==> src/rtl/lptr_dir_pkg.sv <==
package lptr_dir_pkg;
  typedef enum logic [1:0] {ST_UNC = 2'd0, ST_SHR = 2'd1, ST_MOD = 2'd2, ST_BC = 2'd3} dstate_e;
  typedef enum logic [1:0] {RQ_RD = 2'd0, RQ_WR = 2'd1, RQ_EV = 2'd2, RQ_NOP = 2'd3} rq_e;
endpackage

==> src/rtl/dir_entry_mem.sv <==
module dir_entry_mem
  import lptr_dir_pkg::*;
#(
  parameter int NB = 8,
  parameter int K  = 2,
  parameter int PW = 2,
  localparam int BW = (NB > 1) ? $clog2(NB) : 1
) (
  input  logic                  clk_i,
  input  logic                  rst_ni,
  input  logic [BW-1:0]         rd_blk_i,
  output dstate_e               rd_st_o,
  output logic [K-1:0]          rd_pv_o,
  output logic [K-1:0][PW-1:0]  rd_pid_o,
  input  logic                  we_i,
  input  logic [BW-1:0]         wr_blk_i,
  input  dstate_e               wr_st_i,
  input  logic [K-1:0]          wr_pv_i,
  input  logic [K-1:0][PW-1:0]  wr_pid_i
);
  dstate_e              st_q  [NB];
  logic [K-1:0]         pv_q  [NB];
  logic [K-1:0][PW-1:0] pid_q [NB];

  always_ff @(posedge clk_i or negedge rst_ni) begin
    if (!rst_ni) begin
      for (int b = 0; b < NB; b++) begin
        st_q[b]  <= ST_UNC;
        pv_q[b]  <= '0;
        pid_q[b] <= '0;
      end
    end else if (we_i) begin
      st_q[wr_blk_i]  <= wr_st_i;
      pv_q[wr_blk_i]  <= wr_pv_i;
      pid_q[wr_blk_i] <= wr_pid_i;
    end
  end

  assign rd_st_o  = st_q[rd_blk_i];
  assign rd_pv_o  = pv_q[rd_blk_i];
  assign rd_pid_o = pid_q[rd_blk_i];

  for (genvar b = 0; b < NB; b++) begin : g_chk
    p_mod_one_owner_r5: assert property (@(posedge clk_i) disable iff (!rst_ni)
      (st_q[b] == ST_MOD) |-> ($countones(pv_q[b]) == 1));
    p_bc_no_ptr_r6: assert property (@(posedge clk_i) disable iff (!rst_ni)
      (st_q[b] == ST_BC) |-> (pv_q[b] == '0));
    p_unc_empty_r8: assert property (@(posedge clk_i) disable iff (!rst_ni)
      (st_q[b] == ST_UNC) |-> (pv_q[b] == '0));
  end
endmodule

==> src/rtl/dir_next_entry.sv <==
module dir_next_entry
  import lptr_dir_pkg::*;
#(
  parameter int N  = 4,
  parameter int K  = 2,
  parameter int PW = 2
) (
  input  rq_e                   typ_i,
  input  logic [PW-1:0]         src_i,
  input  dstate_e               st_i,
  input  logic [K-1:0]          pv_i,
  input  logic [K-1:0][PW-1:0]  pid_i,
  output dstate_e               st_o,
  output logic [K-1:0]          pv_o,
  output logic [K-1:0][PW-1:0]  pid_o,
  output logic [N-1:0]          mask_o,
  output logic                  excl_o
);
  logic [K-1:0] hit, free_oh;
  logic         hit_any, free_any;
  logic [N-1:0] tracked, self_oh;

  always_comb begin
    hit      = '0;
    free_oh  = '0;
    free_any = 1'b0;
    for (int k = 0; k < K; k++) begin
      hit[k] = pv_i[k] && (pid_i[k] == src_i);
      if (!pv_i[k] && !free_any) begin
        free_oh[k] = 1'b1;
        free_any   = 1'b1;
      end
    end
    hit_any = |hit;
  end

  always_comb begin
    tracked = '0;
    self_oh = '0;
    for (int p = 0; p < N; p++) begin
      self_oh[p] = (src_i == PW'(p));
      for (int k = 0; k < K; k++)
        if (pv_i[k] && (pid_i[k] == PW'(p))) tracked[p] = 1'b1;
    end
  end

  always_comb begin
    st_o   = st_i;
    pv_o   = pv_i;
    pid_o  = pid_i;
    mask_o = '0;
    excl_o = 1'b0;
    unique case (typ_i)
      RQ_RD: begin
        unique case (st_i)
          ST_UNC, ST_SHR: begin
            if (!hit_any) begin
              if (free_any) begin
                st_o = ST_SHR;
                pv_o = pv_i | free_oh;
                for (int k = 0; k < K; k++)
                  if (free_oh[k]) pid_o[k] = src_i;
              end else begin
                st_o = ST_BC;  // coarse: untracked sharers
                pv_o = '0;
              end
            end
          end
          ST_MOD: begin
            if (!hit_any) begin
              mask_o   = tracked;
              st_o     = ST_SHR;
              pv_o     = '0;
              pv_o[0]  = 1'b1;
              pid_o[0] = src_i;
            end
          end
          default: ;
        endcase
      end
      RQ_WR: begin
        excl_o   = 1'b1;
        mask_o   = ((st_i == ST_BC) ? {N{1'b1}} : tracked) & ~self_oh;
        st_o     = ST_MOD;
        pv_o     = '0;
        pv_o[0]  = 1'b1;
        pid_o[0] = src_i;
      end
      RQ_EV: begin
        if (st_i != ST_BC && hit_any) begin
          pv_o = pv_i & ~hit;
          if ((pv_i & ~hit) == '0) st_o = ST_UNC;
        end
      end
      default: ;
    endcase
  end
endmodule

==> src/rtl/dir_ack_cnt.sv <==
module dir_ack_cnt #(
  parameter int CW = 3
) (
  input  logic          clk_i,
  input  logic          rst_ni,
  input  logic          load_i,
  input  logic [CW-1:0] load_val_i,
  input  logic          dec_i,
  output logic [CW-1:0] cnt_o
);
  always_ff @(posedge clk_i or negedge rst_ni) begin
    if (!rst_ni)     cnt_o <= '0;
    else if (load_i) cnt_o <= load_val_i;
    else if (dec_i)  cnt_o <= cnt_o - 1'b1;
  end

  p_no_underflow_r5: assert property (@(posedge clk_i) disable iff (!rst_ni)
    dec_i |-> (cnt_o != '0));
endmodule

==> src/rtl/lptr_dir.sv <==
module lptr_dir
  import lptr_dir_pkg::*;
#(
  parameter int NUM_PROCS  = 4,
  parameter int NUM_PTRS   = 2,
  parameter int NUM_BLOCKS = 8,
  localparam int PID_W = (NUM_PROCS > 1) ? $clog2(NUM_PROCS) : 1,
  localparam int BLK_W = (NUM_BLOCKS > 1) ? $clog2(NUM_BLOCKS) : 1,
  localparam int CNT_W = $clog2(NUM_PROCS + 1)
) (
  input  logic                 clk_i,
  input  logic                 rst_ni,
  input  logic                 req_valid_i,
  output logic                 req_ready_o,
  input  logic [1:0]           req_type_i,
  input  logic [PID_W-1:0]     req_src_i,
  input  logic [BLK_W-1:0]     req_blk_i,
  output logic                 inv_valid_o,
  output logic [NUM_PROCS-1:0] inv_mask_o,
  input  logic                 ack_valid_i,
  output logic                 rsp_valid_o,
  output logic [PID_W-1:0]     rsp_dst_o,
  output logic                 rsp_excl_o
);
  typedef enum logic [2:0] {S_IDLE, S_LOOK, S_INV, S_WAIT, S_RESP} fsm_e;

  fsm_e                              state_q, state_d;
  rq_e                               typ_q;
  logic [PID_W-1:0]                  src_q;
  logic [BLK_W-1:0]                  blk_q;
  dstate_e                           cur_st, nxt_st, st_q;
  logic [NUM_PTRS-1:0]               cur_pv, nxt_pv, pv_q;
  logic [NUM_PTRS-1:0][PID_W-1:0]    cur_pid, nxt_pid, pid_q;
  logic [NUM_PROCS-1:0]              nxt_mask, mask_q;
  logic                              nxt_excl, excl_q;
  logic [CNT_W-1:0]                  ack_cnt;
  logic                              take, look, ack_dec;

  function automatic logic [CNT_W-1:0] popc(logic [NUM_PROCS-1:0] m);
    logic [CNT_W-1:0] c = '0;
    for (int i = 0; i < NUM_PROCS; i++) c = c + CNT_W'(m[i]);
    return c;
  endfunction

  assign req_ready_o = (state_q == S_IDLE);
  assign take        = req_valid_i && req_ready_o;
  assign look        = (state_q == S_LOOK);
  assign ack_dec     = (state_q == S_WAIT) && ack_valid_i;
  assign inv_valid_o = (state_q == S_INV);
  assign inv_mask_o  = mask_q;
  assign rsp_valid_o = (state_q == S_RESP);
  assign rsp_dst_o   = src_q;
  assign rsp_excl_o  = excl_q;

  dir_entry_mem #(.NB(NUM_BLOCKS), .K(NUM_PTRS), .PW(PID_W)) u_mem (
    .clk_i    (clk_i),
    .rst_ni   (rst_ni),
    .rd_blk_i (blk_q),
    .rd_st_o  (cur_st),
    .rd_pv_o  (cur_pv),
    .rd_pid_o (cur_pid),
    .we_i     (rsp_valid_o),
    .wr_blk_i (blk_q),
    .wr_st_i  (st_q),
    .wr_pv_i  (pv_q),
    .wr_pid_i (pid_q)
  );

  dir_next_entry #(.N(NUM_PROCS), .K(NUM_PTRS), .PW(PID_W)) u_next (
    .typ_i  (typ_q),
    .src_i  (src_q),
    .st_i   (cur_st),
    .pv_i   (cur_pv),
    .pid_i  (cur_pid),
    .st_o   (nxt_st),
    .pv_o   (nxt_pv),
    .pid_o  (nxt_pid),
    .mask_o (nxt_mask),
    .excl_o (nxt_excl)
  );

  dir_ack_cnt #(.CW(CNT_W)) u_ack (
    .clk_i      (clk_i),
    .rst_ni     (rst_ni),
    .load_i     (look),
    .load_val_i (popc(nxt_mask)),
    .dec_i      (ack_dec),
    .cnt_o      (ack_cnt)
  );

  always_comb begin
    state_d = state_q;
    unique case (state_q)
      S_IDLE: if (take) state_d = S_LOOK;
      S_LOOK: state_d = (nxt_mask != '0) ? S_INV : S_RESP;
      S_INV:  state_d = S_WAIT;
      S_WAIT: if (ack_valid_i && ack_cnt == CNT_W'(1)) state_d = S_RESP;
      S_RESP: state_d = S_IDLE;
      default: state_d = S_IDLE;
    endcase
  end

  always_ff @(posedge clk_i or negedge rst_ni) begin
    if (!rst_ni) begin
      state_q <= S_IDLE;
      typ_q   <= RQ_NOP;
      src_q   <= '0;
      blk_q   <= '0;
      st_q    <= ST_UNC;
      pv_q    <= '0;
      pid_q   <= '0;
      mask_q  <= '0;
      excl_q  <= 1'b0;
    end else begin
      state_q <= state_d;
      if (take) begin
        typ_q <= rq_e'(req_type_i);
        src_q <= req_src_i;
        blk_q <= req_blk_i;
      end
      if (look) begin
        st_q   <= nxt_st;
        pv_q   <= nxt_pv;
        pid_q  <= nxt_pid;
        mask_q <= nxt_mask;
        excl_q <= nxt_excl;
      end
    end
  end

  p_idle_quiet_r9: assert property (@(posedge clk_i) disable iff (!rst_ni)
    req_ready_o |-> (!inv_valid_o && !rsp_valid_o));
  p_inv_pulse_r9: assert property (@(posedge clk_i) disable iff (!rst_ni)
    inv_valid_o |=> !inv_valid_o);
  p_rsp_pulse_r9: assert property (@(posedge clk_i) disable iff (!rst_ni)
    rsp_valid_o |=> (!rsp_valid_o && req_ready_o));
  p_no_self_inv_r5: assert property (@(posedge clk_i) disable iff (!rst_ni)
    inv_valid_o |-> (!inv_mask_o[src_q] && inv_mask_o != '0));
endmodule

==> config.mk <==
export PLATFORM = sky130hd
export DESIGN_NAME = lptr_dir
export DESIGN_NICKNAME = d
export VERILOG_FILES = /design/src/rtl/lptr_dir_pkg.sv /design/src/rtl/dir_entry_mem.sv /design/src/rtl/dir_next_entry.sv /design/src/rtl/dir_ack_cnt.sv /design/src/rtl/lptr_dir.sv
export SDC_FILE = /design/constraint.sdc
export NUM_CORES = 1
export LEC_CHECK = 0
export BUFFER_PORTS_ARGS = -buffer_cell sky130_fd_sc_hd__clkbuf_2
export CAP_MARGIN = 40
export CORE_ASPECT_RATIO = 1.5
export CORE_MARGIN = 2
export CORE_UTILIZATION = 30
export DETAILED_ROUTE_END_ITERATION = 7
export MAX_ROUTING_LAYER = met4
export PLACE_DENSITY = 0.53
export SKIP_CTS_REPAIR_TIMING = 1
export SLEW_MARGIN = 10
export SYNTH_ARGS = -nofsm -noshare
export SYNTH_HDL_FRONTEND = slang
export SYNTH_HIERARCHICAL = 1
export SYNTH_SLANG_ARGS = --single-unit
==> constraint.sdc <==
create_clock -name clk_i -period 3.5 [get_ports clk_i]
set_input_delay 0.35 -clock clk_i [delete_from_list [all_inputs] [get_ports clk_i]]
set_output_delay 0.35 -clock clk_i [all_outputs]
set_load 0.01 [all_outputs]
**After elaboration in Yosys (flattened, before gate mapping)**

Index checks and enable logic that the tools add are counted.

- Bits in registers: 90
- Input port bits: 11
- Output and inout port bits: 10
- Logic and storage cells: 168

- Add/subtract/negate cells: 4
- $lt $le $gt $ge: 2
- Equality and inequality tests: 24
- Muxes and demuxes: 60
- Bitwise operators: 6
- Reduce and logical (&&, ||, !) cells: 29

Operators by type and width:

| operator | number |
|---|---|
| $mux 2 | 19 |
| $bwmux 16 | 2 |
| $bwmux 32 | 1 |
| $mux 4 | 8 |
| $eq 2x2->1 const B | 9 |
| $logic_and 1x1->1 | 16 |
| $pmux 2 s2 | 4 |
| $mux 3 | 5 |
| $bmux 2 s3 | 2 |
| $bmux 4 s3 | 1 |
| $demux 4 s3 | 1 |
| $logic_not 2->1 | 6 |
| $mux 1 | 12 |
| $pmux 2 s3 | 2 |
| $pmux 3 s4 | 1 |
| $eq 2x1->1 const B | 5 |
| $pmux 4 s2 | 1 |
| $demux 2 s3 | 1 |
| $eq 3x1->1 const B | 2 |
| $eq 3x2->1 const B | 2 |
| $and 4x4->4 | 1 |
| $eq 2x2->1 | 2 |
| $ge 4x4->1 const B | 1 |
| $lt 4x1->1 const B | 1 |
| 18 further kinds | 20 |

**Depth between registers and ports, before layout**

- Word-level depth: 15
- Gate-level depth with buffers: 17
- Mapped depth without buffers: 14

**Cells and area by module**

The synthesis kept the hierarchy.

By module, submodules not included:

| module | times used | cells an instance | area each (um^2) | sequential area each (um^2) |
|---|---|---|---|---|
| dir_entry_mem | 1 | 172 | 2,992.9 | 1,601.5 |
| lptr_dir | 1 | 73 | 1,059.8 | 578.1 |
| dir_next_entry | 1 | 94 | 623.1 | 0.0 |
| dir_ack_cnt | 1 | 17 | 163.9 | 75.1 |

**Least setup slack after synthesis**

Ideal clock, no wire load.

- Path type: reg2reg
- Start point: reg blk_q[0]
- End point: reg u_ack.cnt_o[2]
- Library setup time: 0.126 ns
- Arrival: 3.767 ns
- Required time: 3.374 ns
- Slack: -0.393 ns
- Cell stages (with the launch flop): 16
- Path buffers: 2
- Period minus slack after synthesis: 3.893 ns
- Cell sequence: dfrtp_1 buf_6 buf_12 mux4_1 mux2_2 xnor2_1 and3_1 nor3_1 nand3_1 o21ai_1 inv_1 fa_1 inv_1 ha_1 ha_1 a221o_1

RTL lines:

| what | line | RTL |
|---|---|---|
| start, declared | lptr_dir.sv:30 | `logic [BLK_W-1:0] blk_q;` |
| start signal, assigned | lptr_dir.sv:119 | `blk_q <= req_blk_i;` |
| end signal, assigned | dir_ack_cnt.sv:13 | `else if (load_i) cnt_o <= load_val_i;` |
| end signal, assigned | dir_ack_cnt.sv:14 | `else if (dec_i) cnt_o <= cnt_o - 1'b1;` |
| end, declared | dir_ack_cnt.sv:9 | `output logic [CW-1:0] cnt_o` |

==> flow_metrics.py <==
metrics = {
    "outcome": {
        "status": "finished with violations",
        "violations": "hold timing, setup timing",
    },
    "yosys": {
        "yosysWarningCount": 6,
        "ys_seq_area_share_pct": 46.6,
        "postSynthAreaPerCell_um2": 13.6,
        "synthFlopType": "dfrtp_1",
        "ys_seq_elements": 90,
        "yosysTopAreaCell": "dfrtp_1",
        "synth.net_count": 374,
        "syn_area_um2": 4840,
        "synth_edf_count": 0,
        "async_reset_ff_share_pct": 100,
        "synth_area_leaders": "dfrtp_1, mux2_2, mux4_1",
        "yosysTopAreaCellShare_pct": 45.5,
        "synthCells": 356,
        "ys_types": 62,
    },
    "grt": {
        "grt_max_degree": 54,
        "grt_usage_pct": 14.2,
        "overflow": 0,
        "grt_antenna_before_repair": 0,
        "grt_pass1_vias": 3404,
        "grt_pass1_wl_um": 18200,
    },
    "drt": {
        "ant_nets": 0,
        "wirelength_um": 11500,
        "vias_per_cell": 5.18,
        "drt_first_iter_violations": 194,
        "drtPass1Iterations": 4,
        "highest_layer": "met4",
        "dr_total_vias": 3193,
        "wl_per_cell_um": 18.6,
        "drc_errors": 0,
        "dr_wl_met3_um": 304,
        "drt-met1-wl_um": 4490,
        "met2_length_um": 6400,
    },
    "die": {
        "dieArea_um2": 17200,
        "initial_core_util_pct": 30.8,
        "placementRows": 56,
        "dieHeight_um": 160,
        "top_level_ports": 21,
        "die_width_um": 108,
        "core_area_um2": 15700,
    },
    "power_and_ir_drop": {
        "power_density_nw_per_um2": 934,
        "clock_power_share_pct": 16.8,
        "pwr-share-comb_pct": 49.7,
        "switchingPower_uw": 2070,
        "p_seq_share_pct": 33.5,
        "power_uw": 5460,
        "leakage_uw": 0.00267,
        "p_int_uw": 3390,
        "p_sw_share_pct": 38.0,
        "ir_drop_mv": 0.370,
    },
    "cts": {
        "root_buffer": "clkbuf_16",
        "cts_tree": "done",
        "clk_latency_ns": 0.34,
        "numCtsBuffers": 9,
        "h-tree-depth": 3,
        "clkSinkCount": 90,
        "clk_pin_slew_ns": 0.07,
        "cts_buffer_depth": 2,
    },
    "timing": {
        "fin_crit_sh_pct": 105,
        "final_max_slew_viol_count": 0,
        "fin_ws_ns": -0.170,
        "layout_min_cycle_time_ns": 3.67,
        "setup_viol": 2,
        "relSlewSlack_pct": 46.7,
        "rsz0062_at_grt": "yes",
        "worst_pin_slew_ns": 0.796,
        "finClkSkew_ns": 0.00718,
        "fin_hold_ws_ns": -0.0110,
        "hold_violations": 32,
        "max_freq_ghz": 0.272,
    },
    "cells_and_area": {
        "finalNonFillerCells": 617,
        "layout_commonest_cell": "mux2_2",
        "area_delta_synth_final_pct": 20.8,
        "layout.cells.most_common_list": "mux2_2, dfrtp_1, buf_4",
        "finish.utilization_pct": 37.3,
        "antenna_cells": 0,
        "final_nets": 427,
        "drive_gt1_share_pct": 51.2,
    },
    "worst_setup_path": {
        "critical_path.startpoint_type": "flop",
        "required_ns": 3.73,
        "critPathCaptureType": "flop",
        "critical-path-top-delay-family": "adder cells",
        "crit_slowest_cell": "fa_1",
        "cp.arrival_ns": 3.90,
        "crit_fanout": 5,
        "crit_buf_inv": 3,
        "crit_chain": "clkbuf_16 -> mux4_2 -> mux2_4 -> xnor2_4 -> and3_4 -> nor3_4 -> nand3_4 -> o21ai_4 -> inv_2 -> fa_1 -> inv_1 -> ha_2 -> ha_2 -> a221o_1",
        "cp_common_cell": "ha_2",
        "crit_type": "flop to flop",
        "critPathMaxStageDelay_ns": 0.53,
    },
    "job": {
        "maxCapViolCount": 0,
    },
    "placement": {
        "dpl_worst_slack_ns": -0.211,
        "dp_cells": 596,
        "dp_hpwl_um": 8150,
        "routabilityCongestion": 0.837,
        "place.port_buffers": 20,
    },
    "hold_path": {
        "hold_path.class": "input port to async pin",
    },
}
==> routing by layer <==
metal,vias up,global-route usage (%)
li1,1443,-
met1,1659,15.3
met2,72,25.8
met3,19,2.29
met4,0,4.78
met5,-,-
==> metrics by stage <==
stage          TNS, ns  hold WS (ns)  instance area [um^2]
5_1_grt         -0.739        0.0244                  5850
4_1_cts         -0.361      -0.00244                  5780
6_report        -0.273       -0.0110                  5850
2_1_floorplan   -0.189        0.0544                  4930
3_3_place_gp    -0.251         0.480                  5470
3_5_place_dp    -0.335         0.365                  5500
==> flip-flops by register name, summed over array words and instances, names as in the netlist <==
name,cells
blk_q,3
st_q,2
rsp_excl_o,1
typ_q,2
u_ack/cnt_o,3
pv_q,2
pid_q,4
u_mem/st_q,16
u_mem/pv_q,16
state_q,3
u_mem/pid_q,32
rsp_dst_o,2
inv_mask_o,4
==> layout make-up <==
type	instances	area, um^2
well taps	203	254
clock inverters	6	48.8
multi-input cells	226	2490
inverters	16	60.1
fillers	1521	9850
flip-flops and latches	90	2260
clock buffers	10	229
repair buffers	66	510
==> worst reg2reg max path, delay by kind of cell (launching register included) <==
kind / cells / cell delay, ns
adders and majority gates: 3 / 0.85
muxes: 2 / 0.81
and+or+nand+nor: 3 / 0.57
AOI/OAI and AO/OA: 2 / 0.50
DFF: 1 / 0.43
buffers and inverters: 3 / 0.27
xor gates and xnor gates: 1 / 0.13
==> cell families (layout without fill, tap and decap cells) <==
group | Yosys count | count (layout) | synth area share, %
simple gates | 57 | 57 | 8.14
mux | 112 | 112 | 30.9
compound gates | 45 | 45 | 6.90
fa+ha+maj | 7 | 7 | 1.96
xor+xnor | 5 | 5 | 1.06
flops | 90 | 90 | 46.6
buf+inv | 40 | 98 | 4.39
==> worst paths after layout <==
path | start | endpoint | slack (ns) | cells after the start
worst min register to register | u_mem/st_q[9] | u_mem/st_q[9] | 0.50 | 1
worst max register to register | blk_q[0] | u_ack/cnt_o[2] | -0.17 | 14
worst max-delay path | blk_q[0] | u_ack/cnt_o[2] | -0.17 | 14
worst min-delay path | rst_ni | inv_mask_o[2] | -0.01 | 1
max in group asynchronous | rst_ni | blk_q[0] | 2.87 | 2
min in group clk_i | req_blk_i[1] | blk_q[1] | 0.24 | 2
==> cells in the mapped netlist (4+ instances only) <==
cell and instances:
buf_2 10, nor3_1 4, o21ai_0 5, ha_1 6, nor2_1 6, mux2_2 92
a21oi_1 4, mux4_1 15, clkbuf_1 6, o21ai_1 6, inv_1 16, a221o_1 5
dfrtp_1 88, nand2_1 15, nor4bb_1 5
==> power groups by stage <==
| stage | registers [uW] | clock network (uW) | logic [uW] |
|---|---|---|---|
| 2_1_floorplan | 1610 | 0 | 1930 |
| 3_3_place_gp | 1810 | 0 | 2570 |
| 3_5_place_dp | 1830 | 0 | 2600 |
| 4_1_cts | 1820 | 949 | 2620 |
| 5_1_grt | 1900 | 992 | 2920 |
| 6_report | 1830 | 916 | 2710 |
No activity file was read; power rests on OpenSTA's default activity.
